**src/rtl/irq_pkg.sv**
```systemverilog
package irq_pkg;
  localparam int GRP_N    = 3;
  localparam int FLAG_LSB = 4;
  localparam int EN_LSB   = 0;
  localparam int GIE_BIT  = 0;

  typedef enum logic {
    REG_CMP = 1'b0,
    REG_GIE = 1'b1
  } reg_sel_e;

  typedef struct packed {
    logic [GRP_N-1:0] flag;
    logic [GRP_N-1:0] en;
  } cmp_state_t;
endpackage

```
**src/rtl/irq_cmp_group.sv**
```systemverilog
module irq_cmp_group
  import irq_pkg::*;
(
  input  logic             clk,
  input  logic             rst,
  input  logic [GRP_N-1:0] evt_i,
  input  logic             wr_i,
  input  logic [GRP_N-1:0] wflag_i,
  input  logic [GRP_N-1:0] wen_i,
  input  logic             take_i,
  output cmp_state_t       st_o,
  output logic             pend_o
);
  cmp_state_t st_q, st_d;
  logic       pend_q;
  logic       req_now, req_nxt;

  always_comb begin
    st_d = st_q;
    if (wr_i) begin
      st_d.flag = wflag_i;
      st_d.en   = wen_i;
    end
    // a hardware event wins over a software clear in the same cycle
    st_d.flag = st_d.flag | evt_i;
  end

  assign req_now = |(st_q.flag & st_q.en);
  assign req_nxt = |(st_d.flag & st_d.en);

  always_ff @(posedge clk) begin
    if (rst) begin
      st_q   <= '0;
      pend_q <= 1'b0;
    end else begin
      st_q <= st_d;
      if (req_nxt && !req_now) pend_q <= 1'b1;
      else if (take_i)         pend_q <= 1'b0;
    end
  end

  assign st_o   = st_q;
  assign pend_o = pend_q;
endmodule

```
**src/rtl/irq_direct_flags.sv**
```systemverilog
module irq_direct_flags #(
  parameter int N = 2
) (
  input  logic         clk,
  input  logic         rst,
  input  logic [N-1:0] evt_i,
  input  logic [N-1:0] clr_i,
  output logic [N-1:0] flag_o
);
  for (genvar i = 0; i < N; i++) begin : g_src
    logic f_q;
    always_ff @(posedge clk) begin
      if (rst)           f_q <= 1'b0;
      else if (evt_i[i]) f_q <= 1'b1;
      else if (clr_i[i]) f_q <= 1'b0;
    end
    assign flag_o[i] = f_q;
  end
endmodule

```
**src/rtl/irq_prio_sel.sv**
```systemverilog
module irq_prio_sel #(
  parameter int N        = 3,
  parameter int PC_W     = 12,
  parameter int VEC_BASE = 4,
  parameter int VEC_STEP = 4
) (
  input  logic [N-1:0]    req_i,
  output logic [N-1:0]    gnt_o,
  output logic            any_o,
  output logic [PC_W-1:0] vec_o
);
  always_comb begin
    gnt_o = '0;
    vec_o = '0;
    for (int i = N - 1; i >= 0; i--) begin
      if (req_i[i]) begin
        gnt_o    = '0;
        gnt_o[i] = 1'b1;
        vec_o    = PC_W'(VEC_BASE + i * VEC_STEP);
      end
    end
  end
  assign any_o = |req_i;
endmodule

```
**src/rtl/irq_vector_ctrl.sv**
```systemverilog
module irq_vector_ctrl
  import irq_pkg::*;
#(
  parameter int PC_W     = 12,
  parameter int N_DIR    = 2,
  parameter int VEC_BASE = 4,
  parameter int VEC_STEP = 4
) (
  input  logic             clk,
  input  logic             rst,
  input  logic [2:0]       evt_cmp_i,
  input  logic [N_DIR-1:0] evt_dir_i,
  input  logic             reg_we_i,
  input  logic             reg_re_i,
  input  logic             reg_addr_i,
  input  logic [7:0]       reg_wdata_i,
  output logic [7:0]       reg_rdata_o,
  input  logic [PC_W-1:0]  pc_i,
  input  logic             reti_i,
  input  logic [PC_W-1:0]  stack_top_i,
  output logic             push_o,
  output logic [PC_W-1:0]  push_pc_o,
  output logic             pop_o,
  output logic             pc_load_o,
  output logic [PC_W-1:0]  pc_load_addr_o
);
  localparam int N_SRC = N_DIR + 1;
  localparam int GRP_IDX = N_DIR;

  logic              gie_q;
  logic [N_DIR-1:0]  dir_flag;
  logic [N_SRC-1:0]  req, gnt;
  logic              any_req, take;
  logic [PC_W-1:0]   vec;
  cmp_state_t        cmp_st;
  logic              grp_pend;
  logic              wr_cmp, wr_gie;
  logic              unused_wbits;

  assign wr_cmp = reg_we_i && (reg_addr_i == REG_CMP);
  assign wr_gie = reg_we_i && (reg_addr_i == REG_GIE);
  assign unused_wbits = ^{reg_wdata_i[7], reg_wdata_i[3]};

  irq_cmp_group u_grp (
    .clk     (clk),
    .rst     (rst),
    .evt_i   (evt_cmp_i),
    .wr_i    (wr_cmp),
    .wflag_i (reg_wdata_i[FLAG_LSB +: GRP_N]),
    .wen_i   (reg_wdata_i[EN_LSB +: GRP_N]),
    .take_i  (take && gnt[GRP_IDX]),
    .st_o    (cmp_st),
    .pend_o  (grp_pend)
  );

  irq_direct_flags #(.N(N_DIR)) u_dir (
    .clk    (clk),
    .rst    (rst),
    .evt_i  (evt_dir_i),
    .clr_i  (take ? gnt[N_DIR-1:0] : '0),
    .flag_o (dir_flag)
  );

  assign req = {grp_pend, dir_flag};

  irq_prio_sel #(
    .N(N_SRC), .PC_W(PC_W), .VEC_BASE(VEC_BASE), .VEC_STEP(VEC_STEP)
  ) u_sel (
    .req_i (req),
    .gnt_o (gnt),
    .any_o (any_req),
    .vec_o (vec)
  );

  assign take = gie_q && any_req && !reti_i;

  always_ff @(posedge clk) begin
    if (rst) begin
      gie_q          <= 1'b0;
      push_o         <= 1'b0;
      push_pc_o      <= '0;
      pop_o          <= 1'b0;
      pc_load_o      <= 1'b0;
      pc_load_addr_o <= '0;
      reg_rdata_o    <= '0;
    end else begin
      if (reti_i)      gie_q <= 1'b1;
      else if (take)   gie_q <= 1'b0;
      else if (wr_gie) gie_q <= reg_wdata_i[GIE_BIT];

      push_o    <= take;
      pop_o     <= reti_i;
      pc_load_o <= take || reti_i;
      if (take) push_pc_o <= pc_i;
      if (reti_i)    pc_load_addr_o <= stack_top_i;
      else if (take) pc_load_addr_o <= vec;

      if (reg_re_i) begin
        if (reg_addr_i == REG_CMP)
          reg_rdata_o <= {1'b0, cmp_st.flag, 1'b0, cmp_st.en};
        else
          reg_rdata_o <= {7'b0, gie_q};
      end
    end
  end
endmodule

```
**config.mk**
```make
export PLATFORM = sky130hd
export DESIGN_NAME = irq_vector_ctrl
export DESIGN_NICKNAME = d
export VERILOG_FILES = /design/src/rtl/irq_pkg.sv /design/src/rtl/irq_cmp_group.sv /design/src/rtl/irq_direct_flags.sv /design/src/rtl/irq_prio_sel.sv /design/src/rtl/irq_vector_ctrl.sv
export SDC_FILE = /design/constraint.sdc
export NUM_CORES = 1
export LEC_CHECK = 0
export BUFFER_PORTS_ARGS = -buffer_cell sky130_fd_sc_hd__clkbuf_2
export CAP_MARGIN = 20
export CORE_ASPECT_RATIO = 0.7
export CORE_MARGIN = 10
export CORE_UTILIZATION = 30
export DETAILED_ROUTE_END_ITERATION = 12
export PLACE_DENSITY = 0.58
export SKIP_CTS_REPAIR_TIMING = 1
export SLEW_MARGIN = 0
export SYNTH_ARGS = -nofsm -noshare
export SYNTH_HDL_FRONTEND = slang
export SYNTH_SLANG_ARGS = --single-unit
```
**constraint.sdc**
```tcl
create_clock -name clk -period 3.4 [get_ports clk]
set_input_delay 0.34 -clock clk [delete_from_list [all_inputs] [get_ports clk]]
set_output_delay 0.34 -clock clk [all_outputs]
set_load 0.01 [all_outputs]
```
==> results.toml, run 1 <==
[outcome]
status = "completed"

[placed_design]
gp_congestion = 0.714
io_buffers = 73
hpwl_um = 3270
dp.cells = 310

[synth]
syn_area_um2 = 1630
synth_xor_area_share_pct = 0
synthFlopType = "dfxtp_1"
syn_area_per_cell_um2 = 9.32
ys_seq_elements = 43
synthMuxAreaShare_pct = 3.99
yosysSeqAreaShare_pct = 52.8
synth_cell_types = 33
synth_compound_area_share_pct = 18.2
synth_fa_ha_area_share_pct = 0
synth_warnings = 0
synth_cells = 175
async_flop_share_pct = 0
synth_edf_count = 0
yosys.area_share.simple_pct = 19.4
synth_top_family_by_area = "simple AND/OR/NAND/NOR gates"

[floorplanning]
io_pins = 78
die_x_um = 108
start_util_pct = 31.0
die_area_um2 = 8830
die_y_um = 81.7
core_area_um2 = 5260
row_count = 22

[final_layout]
multi_input_area_um2 = 686
fin_nets = 288
antennaDiodeCount = 0
final_common_cell = "clkbuf_2"
fill_cells = 556
register_area_um2 = 861
area_delta_synth_final_pct = 27.9
final_core_util_pct = 39.7
drive_gt1_share_pct = 36.1
stdcell_count = 316
final_cell_mix = "73 x clkbuf_2, 43 x dfxtp_1, 29 x nand2_1"

[routing]
avgViaCountPerCell = 4.54
dr.pass1.iters = 4
drt-wirelength-per-cell_um = 13.7
dr.first_iter.drc_count = 58
ant_nets = 0
drc = 0
via_count = 1435
wl_um = 4320

[global_route]
antenna_found_initial = 0
grt_max_degree = 35
grt_usage_pct = 9.73
overflow = 0
grt_pass1_wl_um = 6870
grt_pass1_vias = 1435

[critical_path]
cp_num_buf_inv = 0
critPathTopFamily = "simple AND/OR/NAND/NOR gates"
cpPeakStageDelay_ns = 0.65
crit_chain = "nand2b_1 -> nor2_1 -> nand2_1 -> a21oi_1"
slowest_stage = "nor2_1"
cp.required_ns = 3.61
worst-setup-path-type = "reg -> reg"
critPathArrivalTime_ns = 1.86
cp-start-kind = "flip-flop"
end_kind = "flip-flop"
cp_max_fo = 12

[clock_tree]
tritoncts = "done"
htree_levels = 2
numCtsBuffers = 5
clockBufferDepth = 2
path_clk_slew_ns = 0.07
cts_sinks = 43
clk_latency_ns = 0.28
cts-root-buf = "clkbuf_8"

[sta]
maxSlewHeadroom_pct = 45.5
finalSetupViolCount = 0
finalMaxSlewViolations = 0
rsz0062_at_grt = "no"
fmax_ghz = 0.604
post-route-period-util_pct = 48.7
skew_ns = 0.00348
fin_crit_ns = 1.65
finalSetupTns_ns = 0
worst_pin_slew_ns = 0.814
hold_viol = 0

[run]
maxCapViolCount = 0

[power_and_ir_drop]
peakVddDrop_mv = 0.155
leakagePower_nw = 0.940
powerDensity_nw_per_um2 = 467

[hold_path]
hold_class = "in -> reg"
synthesized netlist by cell type, types with 2 or more instances:
master	n	area share [%]
nor2b_1	6	2.3
o21ai_0	2	0.61
nand2_1	29	6.7
a22o_1	10	5.4
a211oi_1	2	0.92
nand3b_1	3	1.4
inv_1	3	0.69
clkbuf_1	4	0.92
mux2i_1	2	1.2
buf_4	3	1.4
buf_6	3	2.1
nand2b_1	4	1.5
nor2_1	15	3.5
dfxtp_1	43	53
a21oi_1	24	7.4
or3_1	2	0.77
mux2_2	4	2.8
state kept, by name, summed over array words and instances (netlist names), 2 cells and up:
name	cells
u_dir.g_src.f_q	2
pc_load_addr_o	12
push_pc_o	12
u_grp.st_o	6
reg_rdata_o	6
path summary, 6_finish.rpt:
check | start | endpoint | slack (ns) | cells past startpoint
min | evt_dir_i[0] | u_dir.g_src[0].f_q$_SDFFE_PP0P_ | 0.27 | 3
max reg2reg | gie_q$_SDFFE_PP0P_ | push_pc_o[3]$_SDFFE_PP0P_ | 1.75 | 4
max | gie_q$_SDFFE_PP0P_ | push_pc_o[3]$_SDFFE_PP0P_ | 1.75 | 4
min reg2reg | push_pc_o[7]$_SDFFE_PP0P_ | push_pc_o[7]$_SDFFE_PP0P_ | 0.45 | 2
tightest hold or removal path, cell delays in order:
cell      delay, ns
clkbuf_2       0.08
a21oi_1        0.03
nor2_1         0.06
kinds of logic (layout without fill, tap and decap cells):
logic type | after synthesis | after routing
mux | 6 | 6
simple gates | 66 | 66
buf+inv | 14 | 82
flops | 43 | 43
compound gates | 45 | 45
other cells | 1 | 2
through the flow:
step           hold slack [ns]  setup slack (ns)  cell area (µm²)  power, mW
2_1_floorplan            0.457              2.10             1630      0.639
3_3_place_gp             0.441              1.59             2010      0.692
3_5_place_dp             0.446              1.60             2010      0.694
4_1_cts                  0.252              1.69             2090      0.994
5_1_grt                  0.250              1.47             2090       1.04
6_report                 0.268              1.75             2090      0.974
power breakdown:
| group | internal, mW | switching, mW |
|---|---|---|
| combinational | 0.0611 | 0.0665 |
| clock | 0.137 | 0.157 |
| sequential | 0.531 | 0.0213 |
| total | 0.729 | 0.245 |
routing by layer:
layer	vias to the layer above	share of wire, %	GRT usage, %
met2	51	41	14.3
met5	-	0	0
met4	0	0.19	2.79
met1	646	48	11.9
met3	2	11	5.47
li1	736	-	-
layout make-up:
cell class                 instances  area share (%)
clock buffer                       6            3.48
timing repair buffer              73            17.5
sequential                        43            41.3
tap                               72            4.32
inverter                           3           0.540
multi-input combinational        119            32.9
Power figures use the tool's default switching activity.
==> inputs of run 2 (changes only) <==
PLACE_DENSITY = 0.6   (was 0.58)
clock period = 1.4 ns   (was 3.4 ns; I/O delays follow)
==> results.toml, run 2 (synthesis results as in run 1) <==
[outcome]
status = "completed"

[power_and_ir_drop]
leakagePower_nw = 1.00
peakVddDrop_mv = 0.520
powerDensity_nw_per_um2 = 1220

[final_layout]
fill_cells = 543
final_cell_mix = "73 x clkbuf_2, 43 x dfxtp_1, 29 x nand2_1"
final_common_cell = "clkbuf_2"
reg_top3 = "pc_load_addr_o: 12 flops, push_pc_o: 12 flops"
fin_nets = 295
multi_input_area_um2 = 688
drive_gt1_share_pct = 38.7
register_area_um2 = 861
antennaDiodeCount = 0
area_delta_synth_final_pct = 34.1

[critical_path]
critical_path.reg2reg.endpoint = "pc_load_addr_o[7]$_SDFFE_PP0P_"
critPathArrivalTime_ns = 1.49
path_depth = 5
r2r_setup_slack_ns = 0.15
slowest_stage = "dfxtp_1"
end_kind = "flip-flop"
cp-start-kind = "flip-flop"
r2r_cells = 5
cp.required_ns = 1.64
cpPeakStageDelay_ns = 0.36
critPathTopFamily = "compound AO/OA/AOI/OAI gates"
rr_startpoint = "u_dir.g_src[0].f_q$_SDFFE_PP0P_"
crit_chain = "o31ai_2 -> nand2_1 -> nor2_2 -> buf_4 -> a22o_1"
cp_num_buf_inv = 1
cp_max_fo = 10
worst-setup-path-type = "reg -> reg"

[sta]
finalMaxSlewViolations = 0
maxSlewHeadroom_pct = 54.2
post-route-period-util_pct = 89.2
hold_viol = 0
skew_ns = 0.00250
rsz0062_at_grt = "no"
fmax_ghz = 0.801
fin_crit_ns = 1.25
whs_ns = 0.0618
worst_pin_slew_ns = 0.685
finalSetupTns_ns = 0
finalSetupViolCount = 0

[global_route]
grt_pass1_vias = 1404
overflow = 0
grt_usage_pct = 9.49
antenna_found_initial = 0
grt_max_degree = 33
grt_pass1_wl_um = 6740

[clock_tree]
cts-root-buf = "clkbuf_8"
numCtsBuffers = 5
htree_levels = 2
cts_sinks = 43
clk_latency_ns = 0.29
clockBufferDepth = 2
tritoncts = "done"
path_clk_slew_ns = 0.08

[routing]
dr.pass1.iters = 4
ant_nets = 0
drt-wirelength-per-cell_um = 13.3
wl_um = 4320
dr.first_iter.drc_count = 74
drc = 0
avgViaCountPerCell = 4.44
via_count = 1444

[hold_path]
hold_class = "in -> reg"
min_from = "pc_i[11]"
min_path_cells = 3
hold_end = "push_pc_o[11]$_SDFFE_PP0P_"

[floorplanning]
die_area_um2 = 8830
row_count = 22
core_area_um2 = 5260
io_pins = 78
die_x_um = 108
die_y_um = 81.7
start_util_pct = 31.0

[placed_design]
gp_congestion = 0.759
hpwl_um = 3310
io_buffers = 73

[run]
maxCapViolCount = 0
[run 2: stage by stage]
stage / cell area [µm²] / std cells / utilization [%] / setup slack, ns / total power, mW
floorplan: 1630 / 176 / - / 0.172 / 1.55
global placement: 2070 / 317 / 39.3 / 0.0642 / 1.70
CTS: 2180 / 325 / 41.5 / 0.129 / 2.70
detailed placement: 2070 / 317 / 39.3 / 0.0583 / 1.70
finish: 2190 / 325 / 41.6 / 0.152 / 2.66
global route: 2190 / 325 / 41.6 / 0.0263 / 2.82
[run 2: layout make-up]
type | instances | share of cell area [%]
Sequential cell | 43 | 39.4
Multi-Input combinational cell | 119 | 31.5
Timing Repair Buffer | 80 | 19.1
Tap cell | 72 | 4.12
Clock buffer | 6 | 3.78
Clock inverter | 2 | 1.60
Inverter | 3 | 0.515
[run 2: tightest hold or removal path: stages]
cell      delay, ns
clkbuf_2       0.08
nand2_1        0.04
a21oi_1        0.05
[run 2: worst max-delay path by stage]
stage	start	end	slack, ns
final	u_dir.g_src[0].f_q$_SDFFE_PP0P_	pc_load_addr_o[7]$_SDFFE_PP0P_	0.15
after global routing	u_dir.g_src[0].f_q$_SDFFE_PP0P_	pc_load_addr_o[5]$_SDFFE_PP0P_	0.03
after CTS	u_dir.g_src[0].f_q$_SDFFE_PP0P_	pc_load_addr_o[7]$_SDFFE_PP0P_	0.13
after detailed placement	reg_we_i	u_grp.pend_o$_SDFFE_PP0P_	0.06
after global placement	reg_we_i	u_grp.pend_o$_SDFFE_PP0P_	0.06
after floorplan	gie_q$_SDFFE_PP0P_	push_pc_o[2]$_SDFFE_PP0P_	0.17
[run 2: power by group]
part | internal, mW | total [mW] | switching (mW)
clock | 0.577 | 0.989 | 0.412
combinational | 0.165 | 0.335 | 0.170
sequential | 1.29 | 1.34 | 0.0459
[run 2: metal layers]
| layer | vias up | wire [µm] | track usage [%] |
|---|---|---|---|
| met4 | 0 | 15 | 1.99 |
| met1 | 637 | 2000 | 11.9 |
| met5 | - | 0 | 0 |
| li1 | 753 | - | - |
| met2 | 52 | 1710 | 13.0 |
| met3 | 2 | 593 | 6.65 |
